`src/rtl/nsf_pkg.sv`:
```
package nsf_pkg;
   parameter int unsigned BLK_W = 14;
   parameter int unsigned OFS_W = 13;
   localparam int unsigned ADDR_W = BLK_W + OFS_W;
   localparam int unsigned LEN_W = BLK_W + 1;
   localparam int unsigned REG_W = 32;
   localparam int unsigned LEN_LSB = 16;
   localparam logic [LEN_W-1:0] FULL_LEN = LEN_W'(1) << BLK_W;

   typedef logic [BLK_W-1:0] blk_idx_t;
   typedef logic [LEN_W-1:0] blk_len_t;

   typedef struct packed {
      blk_idx_t start;
      blk_len_t len;
   } nsf_win_t;

   // saturate a length so the window ends at or before the last block
   function automatic blk_len_t clamp_len(blk_idx_t s, blk_len_t l);
      blk_len_t room;
      room = FULL_LEN - LEN_W'(s);
      return (l > room) ? room : l;
   endfunction
endpackage

```
`src/rtl/nsf_regbank.sv`:
```
module nsf_regbank
   import nsf_pkg::*;
#(
   parameter int unsigned NUM_WIN = 4,
   localparam int unsigned SEL_W = (NUM_WIN > 1) ? $clog2(NUM_WIN) : 1
) (
   input  logic                            clk,
   input  logic                            rst_n,
   input  logic                            tz_en,
   input  logic                            wr_en,
   input  logic                            acc_secure,
   input  logic [SEL_W-1:0]                sel,
   input  logic [REG_W-1:0]                wdata,
   output logic [REG_W-1:0]                rdata,
   output nsf_win_t [NUM_WIN-1:0]          win
);
   blk_idx_t wr_start;
   blk_len_t wr_len;

   assign wr_start = wdata[BLK_W-1:0];
   assign wr_len   = clamp_len(wr_start, wdata[LEN_LSB +: LEN_W]);

   for (genvar w = 0; w < NUM_WIN; w++) begin : g_win
      nsf_win_t rst_val;
      assign rst_val = (w == 0 && !tz_en) ? '{start: '0, len: FULL_LEN} : '0;

      always_ff @(posedge clk) begin
         if (!rst_n)
            win[w] <= rst_val;
         else if (wr_en && acc_secure && sel == SEL_W'(w))
            win[w] <= '{start: wr_start, len: wr_len};
      end


      clamp_end_chk: assert property (@(posedge clk) disable iff (!rst_n)
         ((LEN_W+1)'(win[w].start) + (LEN_W+1)'(win[w].len)) <= (LEN_W+1)'(FULL_LEN));


      ns_write_ignored_chk: assert property (@(posedge clk) disable iff (!rst_n)
         (wr_en && !acc_secure) |=> $stable(win[w]));
   end

   always_comb begin
      rdata = '0;
      for (int w = 0; w < NUM_WIN; w++) begin
         if (acc_secure && sel == SEL_W'(w)) begin
            rdata[BLK_W-1:0]       = win[w].start;
            rdata[LEN_LSB +: LEN_W] = win[w].len;
         end
      end
   end
endmodule

```
`src/rtl/nsf_match.sv`:
```
module nsf_match
   import nsf_pkg::*;
#(
   parameter int unsigned NUM_WIN = 4
) (
   input  nsf_win_t [NUM_WIN-1:0] win,
   input  blk_idx_t               blk,
   output logic [NUM_WIN-1:0]     hit,
   output logic                   any_hit
);
   localparam int unsigned CMP_W = LEN_W + 1;

   for (genvar w = 0; w < NUM_WIN; w++) begin : g_cmp
      logic [CMP_W-1:0] win_end;
      assign win_end = CMP_W'(win[w].start) + CMP_W'(win[w].len);
      assign hit[w]  = (win[w].len != '0)
                       && (blk >= win[w].start)
                       && (CMP_W'(blk) < win_end);
   end

   assign any_hit = |hit;
endmodule

```
`src/rtl/mem_nsec_filter.sv`:
```
module mem_nsec_filter
   import nsf_pkg::*;
#(
   parameter int unsigned NUM_WIN = 4,
   localparam int unsigned SEL_W = (NUM_WIN > 1) ? $clog2(NUM_WIN) : 1
) (
   input  logic              clk,
   input  logic              rst_n,
   input  logic              tz_en,
   input  logic              reg_wr,
   input  logic              reg_secure,
   input  logic [SEL_W-1:0]  reg_sel,
   input  logic [REG_W-1:0]  reg_wdata,
   output logic [REG_W-1:0]  reg_rdata,
   input  logic              chk_valid,
   input  logic              chk_secure,
   input  logic [ADDR_W-1:0] chk_addr,
   output logic              res_valid,
   output logic              res_nsec,
   output logic              res_allow,
   output logic              res_illegal
);
   if (NUM_WIN < 1 || NUM_WIN > 16) begin : g_bad_win
      $error("mem_nsec_filter: NUM_WIN must be 1..16");
   end
   if (LEN_LSB < BLK_W || LEN_LSB + LEN_W > REG_W) begin : g_bad_fields
      $error("mem_nsec_filter: register fields do not fit");
   end

   nsf_win_t [NUM_WIN-1:0] win;
   logic [NUM_WIN-1:0]     hit;
   logic                   any_hit;
   blk_idx_t               blk;

   assign blk = chk_addr[ADDR_W-1 -: BLK_W];

   nsf_regbank #(.NUM_WIN(NUM_WIN)) u_regs (
      .clk        (clk),
      .rst_n      (rst_n),
      .tz_en      (tz_en),
      .wr_en      (reg_wr),
      .acc_secure (reg_secure),
      .sel        (reg_sel),
      .wdata      (reg_wdata),
      .rdata      (reg_rdata),
      .win        (win)
   );

   nsf_match #(.NUM_WIN(NUM_WIN)) u_match (
      .win     (win),
      .blk     (blk),
      .hit     (hit),
      .any_hit (any_hit)
   );

   always_ff @(posedge clk) begin
      if (!rst_n) begin
         res_valid   <= 1'b0;
         res_nsec    <= 1'b0;
         res_allow   <= 1'b0;
         res_illegal <= 1'b0;
      end else begin
         res_valid   <= chk_valid;
         res_nsec    <= chk_valid && any_hit;
         res_allow   <= chk_valid && (chk_secure || any_hit);
         res_illegal <= chk_valid && !chk_secure && !any_hit;
      end
   end


   res_latency_chk: assert property (@(posedge clk) disable iff (!rst_n)
      chk_valid |=> res_valid);


   res_idle_chk: assert property (@(posedge clk) disable iff (!rst_n)
      !chk_valid |=> !res_valid);


   secure_pass_chk: assert property (@(posedge clk) disable iff (!rst_n)
      (chk_valid && chk_secure) |=> (res_allow && !res_illegal));


   illegal_blocked_chk: assert property (@(posedge clk) disable iff (!rst_n)
      res_illegal |-> (res_valid && !res_allow && !res_nsec));
endmodule

```
`config.mk`:
```
export PLATFORM = sky130hd
export DESIGN_NAME = mem_nsec_filter
export DESIGN_NICKNAME = d
export VERILOG_FILES = /design/src/rtl/nsf_pkg.sv /design/src/rtl/nsf_regbank.sv /design/src/rtl/nsf_match.sv /design/src/rtl/mem_nsec_filter.sv
export SDC_FILE = /design/constraint.sdc
export NUM_CORES = 1
export LEC_CHECK = 0
export BUFFER_PORTS_ARGS = -buffer_cell sky130_fd_sc_hd__buf_2
export CELL_PAD_IN_SITES_DETAIL_PLACEMENT = 1
export CELL_PAD_IN_SITES_GLOBAL_PLACEMENT = 1
export CORE_MARGIN = 1.5
export CORE_UTILIZATION = 35
export DETAILED_ROUTE_END_ITERATION = 16
export PLACE_DENSITY_LB_ADDON = 0.1
export SLEW_MARGIN = 20
export SYNTH_ARGS = -nofsm -noshare
export SYNTH_HDL_FRONTEND = slang
export SYNTH_SLANG_ARGS = --single-unit
export TNS_END_PERCENT = 100
```
`constraint.sdc`:
```
create_clock -name clk -period 7.9 [get_ports clk]
set_input_delay 0.395 -clock clk [delete_from_list [all_inputs] [get_ports clk]]
set_output_delay 0.395 -clock clk [all_outputs]
set_load 0.03 [all_outputs]
```
==> flow_summary.html <==
<table>
<tr><th>Metric</th><th>Value</th></tr>
<tr><th colspan="2">Run status</th></tr>
<tr><td>Result of the run</td><td>complete, no violations</td></tr>
<tr><th colspan="2">STA</th></tr>
<tr><td>Number of max-slew violations in the final report</td><td>0</td></tr>
<tr><td>Achievable Freq</td><td>226 MHz</td></tr>
<tr><td>Share of the clock period used by the worst path after layout</td><td>56.1%</td></tr>
<tr><td>Setup Viol. Count Final</td><td>0</td></tr>
<tr><td>Worst Max-Slew Pin Slew</td><td>around 990 ps</td></tr>
<tr><td>Unrepaired setup endpoints after global routing</td><td>false</td></tr>
<tr><td>Setup Skew</td><td>~3.7 ps</td></tr>
<tr><td>Max_slew headroom</td><td>about a third</td></tr>
<tr><td>Number of hold violations in the final report</td><td>0</td></tr>
<tr><td>Summed negative setup slack over all endpoints</td><td>0 ps</td></tr>
<tr><td>Final Critical Period</td><td>4430 ps</td></tr>
<tr><th colspan="2">Floorplanning</th></tr>
<tr><td>Initial cell density of the core</td><td>a little over a third</td></tr>
<tr><td>Top-level port count</td><td>about 100</td></tr>
<tr><td>Row cnt</td><td>between 60 and 70</td></tr>
<tr><td>Die span in x</td><td>between 150 and 200 um</td></tr>
<tr><td>Area of the placeable core</td><td>30800 um^2</td></tr>
<tr><td>Die Footprint</td><td>about 33000 um^2</td></tr>
<tr><td>Vertical die dimension</td><td>approximately 180 um</td></tr>
<tr><th colspan="2">Critical path</th></tr>
<tr><td>CP Capture Point</td><td>res_allow</td></tr>
<tr><td>Critical register-to-register path endpoint</td><td>res_allow</td></tr>
<tr><td>Worst setup EP type</td><td>register</td></tr>
<tr><td>Critical path class</td><td>reg2reg</td></tr>
<tr><td>Crit path required time</td><td>8220 ps</td></tr>
<tr><td>Top fanout value on the critical path</td><td>3</td></tr>
<tr><td>Crit. Startpoint</td><td>u_regs.win[0]</td></tr>
<tr><td>Worst reg2reg setup slack</td><td>between 3000 and 4000 ps</td></tr>
<tr><td>Arr. time, crit path</td><td>around 4800 ps</td></tr>
<tr><td>Kind of launch point of the worst setup path</td><td>register</td></tr>
<tr><td>Worst reg2reg path depth</td><td>18</td></tr>
<tr><td>Startpoint of the lowest-slack register-to-register path</td><td>u_regs.win[0]</td></tr>
<tr><th colspan="2">Logic synthesis</th></tr>
<tr><td>Ranking of synthesized cells by area</td><td>sky130_fd_sc_hd__ha_1 20%, sky130_fd_sc_hd__dfxtp_1 17%, sky130_fd_sc_hd__edfxtp_1 7.9%, sky130_fd_sc_hd__mux4_2 5.9%, sky130_fd_sc_hd__a21oi_1 5.3%</td></tr>
<tr><td>Fraction of synthesized cell area taken by the top area cell type</td><td>~20%</td></tr>
<tr><td>Sequential area share after synthesis</td><td>between 20% and 30%</td></tr>
<tr><td>Cell type contributing the most total cell area after synthesis</td><td>sky130_fd_sc_hd__ha_1</td></tr>
<tr><td>Main combinational cell family by area after synthesis</td><td>compound AO/OA/AOI/OAI gates</td></tr>
<tr><td>Synth Cell Area</td><td>about 11000 um^2</td></tr>
<tr><td>Compound-Gate Fraction of Synth Area</td><td>around 22%</td></tr>
<tr><td>Distinct cells, synth</td><td>74</td></tr>
<tr><td>Top FF cell, synth</td><td>sky130_fd_sc_hd__dfxtp_1</td></tr>
<tr><td>Number of warnings issued by yosys</td><td>0</td></tr>
<tr><td>Post-synthesis average cell area</td><td>approximately 8.7 um^2</td></tr>
<tr><td>Fraction of registers with async set or reset after synthesis</td><td>0%</td></tr>
<tr><td>Count of flip-flops with a built-in enable after synthesis</td><td>29</td></tr>
<tr><td>Share of synthesized cell area in and, or, nand and nor gates</td><td>between 15 and 20%</td></tr>
<tr><td>Adder-Cell Fraction of Synth Area</td><td>about a fifth</td></tr>
<tr><td>Number of synthesized register bits</td><td>120</td></tr>
<tr><td>Gate count after technology mapping</td><td>between 1000 and 1500</td></tr>
<tr><td>Fraction of synthesized cell area in xor and xnor cells</td><td>under 10%</td></tr>
<tr><td>Mux cell area share after synthesis</td><td>~8%</td></tr>
<tr><th colspan="2">Drt</th></tr>
<tr><td>Iteration count of the initial detailed-routing pass</td><td>4</td></tr>
<tr><td>Final WL</td><td>39500 um</td></tr>
<tr><td>Total vias in the final route</td><td>roughly 9900</td></tr>
<tr><td>Residual DRC count</td><td>0</td></tr>
<tr><td>Number of vias per cell after detailed routing</td><td>5.68</td></tr>
<tr><td>Wire per inst</td><td>about 23 um</td></tr>
<tr><td>Remaining antenna violation count after routing</td><td>0</td></tr>
<tr><td>Number of DRC markers after the initial detailed-route iteration</td><td>about 460</td></tr>
<tr><th colspan="2">CTS</th></tr>
<tr><td>CTS tree</td><td>done</td></tr>
<tr><td>Root buffer cell</td><td>sky130_fd_sc_hd__clkbuf_16</td></tr>
<tr><td>Number of sinks on the clock net</td><td>120</td></tr>
<tr><td>Count of cells resized by post-cts repair</td><td>0</td></tr>
<tr><td>CTS Buf Count</td><td>17</td></tr>
<tr><td>Number of levels in the clock H-tree</td><td>4</td></tr>
<tr><td>Maximum count of clock buffers along a single path</td><td>2</td></tr>
<tr><td>Clk_lat worst skew</td><td>~420 ps</td></tr>
<tr><td>Number of hold buffers added after cts</td><td>0</td></tr>
<tr><td>Clock edge transition at the registers on the reported setup and hold paths</td><td>around 60 ps</td></tr>
<tr><td>Post-CTS setup buffer count</td><td>0</td></tr>
<tr><th colspan="2">Layout</th></tr>
<tr><td>Top library cells by usage in the layout, fill and taps aside</td><td>180 x sky130_fd_sc_hd__ha_1, 122 x sky130_fd_sc_hd__nand2_1, 117 x sky130_fd_sc_hd__a21oi_1</td></tr>
<tr><td>Fill cells</td><td>approximately 3600</td></tr>
<tr><td>Most common cell after layout, fill and taps aside</td><td>sky130_fd_sc_hd__ha_1</td></tr>
<tr><td>Proportion of layout cells with a drive suffix above 1</td><td>approximately 14%</td></tr>
<tr><td>Post-layout utilization of the core</td><td>40.3%</td></tr>
<tr><td>Area growth syn-to-layout</td><td>12.7%</td></tr>
<tr><td>Number of nets in the final layout</td><td>between 1500 and 2000</td></tr>
<tr><th colspan="2">Place</th></tr>
<tr><td>Detail Placement HPWL</td><td>around 32000 um</td></tr>
<tr><td>Final weighted congestion in routability-driven placement</td><td>about 0.9</td></tr>
<tr><td># port buffers</td><td>84</td></tr>
<tr><th colspan="2">Min path</th></tr>
<tr><td>Start point of the worst min-delay path</td><td>chk_secure</td></tr>
<tr><td>Worst min-delay path class</td><td>in2reg</td></tr>
<tr><th colspan="2">Pwr</th></tr>
<tr><td>Pwr/cell area</td><td>roughly 160 nW/um^2</td></tr>
<tr><td>Peak supply drop</td><td>147 uV</td></tr>
<tr><td>LEAKAGE</td><td>0.00529 uW</td></tr>
<tr><th colspan="2">Global route</th></tr>
<tr><td>Antenna violations before repair</td><td>0</td></tr>
<tr><td>Number of global-route vias before repair</td><td>10100</td></tr>
<tr><td>Total gr overflow</td><td>0</td></tr>
<tr><td>Largest net degree at the start of global routing</td><td>slightly above 80</td></tr>
<tr><td>Global router's overall resource usage</td><td>approximately 25%</td></tr>
<tr><td>Global-route wire length before repair</td><td>between 50000 and 60000 um</td></tr>
<tr><th colspan="2">Job</th></tr>
<tr><td>Count of max-cap constraint violations</td><td>0</td></tr>
</table>
==> stage by stage <==
stage,instance area [um^2],setup slack (ps),hold WS [ps],instances,total power [uW]
global placement,11800,3360,496,1705,1240
CTS,12400,3380,143,1737,2050
detailed placement,11800,3330,506,1705,1250
global route,12400,3030,157,1737,2140
finish,12400,3470,164,1738,2030
floorplan,11000,4070,466,1267,1060
==> how the worst min path moves through the flow <==
stage / slack (ps) / endpoint / depth (start not counted)
after detailed placement: 510 / u_regs.win[47] / 2
after floorplan: 470 / res_illegal / 1
final: 160 / res_illegal / 2
after CTS: 140 / res_illegal / 2
after global routing: 160 / res_illegal / 2
after global placement: 500 / u_regs.win[74] / 2
==> report_power, final <==
part | switching, uW | total (uW) | internal [uW] | leakage, uW
logic | 303 | 520 | 217 | 0.00399
clock network | 286 | 799 | 513 | 0.000288
registers | 51.2 | 713 | 662 | 0.00102
total | 641 | 2030 | 1390 | 0.00529
==> cells in the mapped netlist, drive strengths merged (12+ instances only) <==
master,number
ha,180
nand2,122
a21oi,117
o21ai,99
inv,96
dfxtp,91
and2,46
a21boi,45
clkbuf,41
a21o,39
edfxtp,29
mux4,29
nor2,28
nor2b,27
xor2,27
xnor2,23
nor3,20
nand4,17
mux2,15
nand3,14
nor4,14
and3,12
o21a,12
==> critical path, cell delays in order (launching register included) <==
cell and delay [ps]:
sky130_fd_sc_hd__edfxtp_1 490, sky130_fd_sc_hd__ha_1 250, sky130_fd_sc_hd__inv_1 70, sky130_fd_sc_hd__fa_1 400, sky130_fd_sc_hd__nor2b_1 160, sky130_fd_sc_hd__o31a_2 170, sky130_fd_sc_hd__o21ai_0 100, sky130_fd_sc_hd__a21boi_0 280
sky130_fd_sc_hd__o21bai_1 130, sky130_fd_sc_hd__a21oi_1 280, sky130_fd_sc_hd__nor4_1 80, sky130_fd_sc_hd__a311oi_1 260, sky130_fd_sc_hd__ha_1 190, sky130_fd_sc_hd__nand4_1 90, sky130_fd_sc_hd__nor3_1 190, sky130_fd_sc_hd__a221oi_1 110
sky130_fd_sc_hd__o311ai_1 540, sky130_fd_sc_hd__nand4b_1 290, sky130_fd_sc_hd__o21a_1 240
==> per-layer routing <==
| layer | global-route usage (%) | up-vias | routed length, um |
|---|---|---|---|
| li1 | - | 4749 | - |
| met1 | 32.5 | 4929 | 18400 |
| met2 | 42.4 | 168 | 19100 |
| met3 | 2.81 | 22 | 1460 |
| met4 | 6.25 | 0 | 575 |
| met5 | 0 | - | 0 |
==> cell families (layout without fill, tap and decap cells) <==
family | Yosys count | count (layout)
AND/OR/NAND/NOR | 331 | 331
XOR/XNOR | 50 | 50
buffers and inverters | 148 | 222
other | 1 | 4
AO/OA/AOI/OAI | 383 | 383
multiplexers | 48 | 48
flip-flops | 120 | 120
adder cells (fa/ha/maj) | 184 | 184
==> state kept, by name (all words and copies together), names as in the netlist <==
signal       count
res_illegal      1
res_allow        1
u_regs.win     116
res_valid        1
res_nsec         1
==> area by class of cell <==
type                       instances  area (um^2)  area share (%)
multi-input combinational        999         7800            62.7
sequential                       120         2690            21.7
timing repair buffer              94          495            3.98
tap                              396          495            3.98
clock buffer                      24          473            3.80
inverter                          96          360            2.90
clock inverter                     8          119           0.956
antenna                            1         2.50          0.0201
Power figures use the tool's default switching activity.
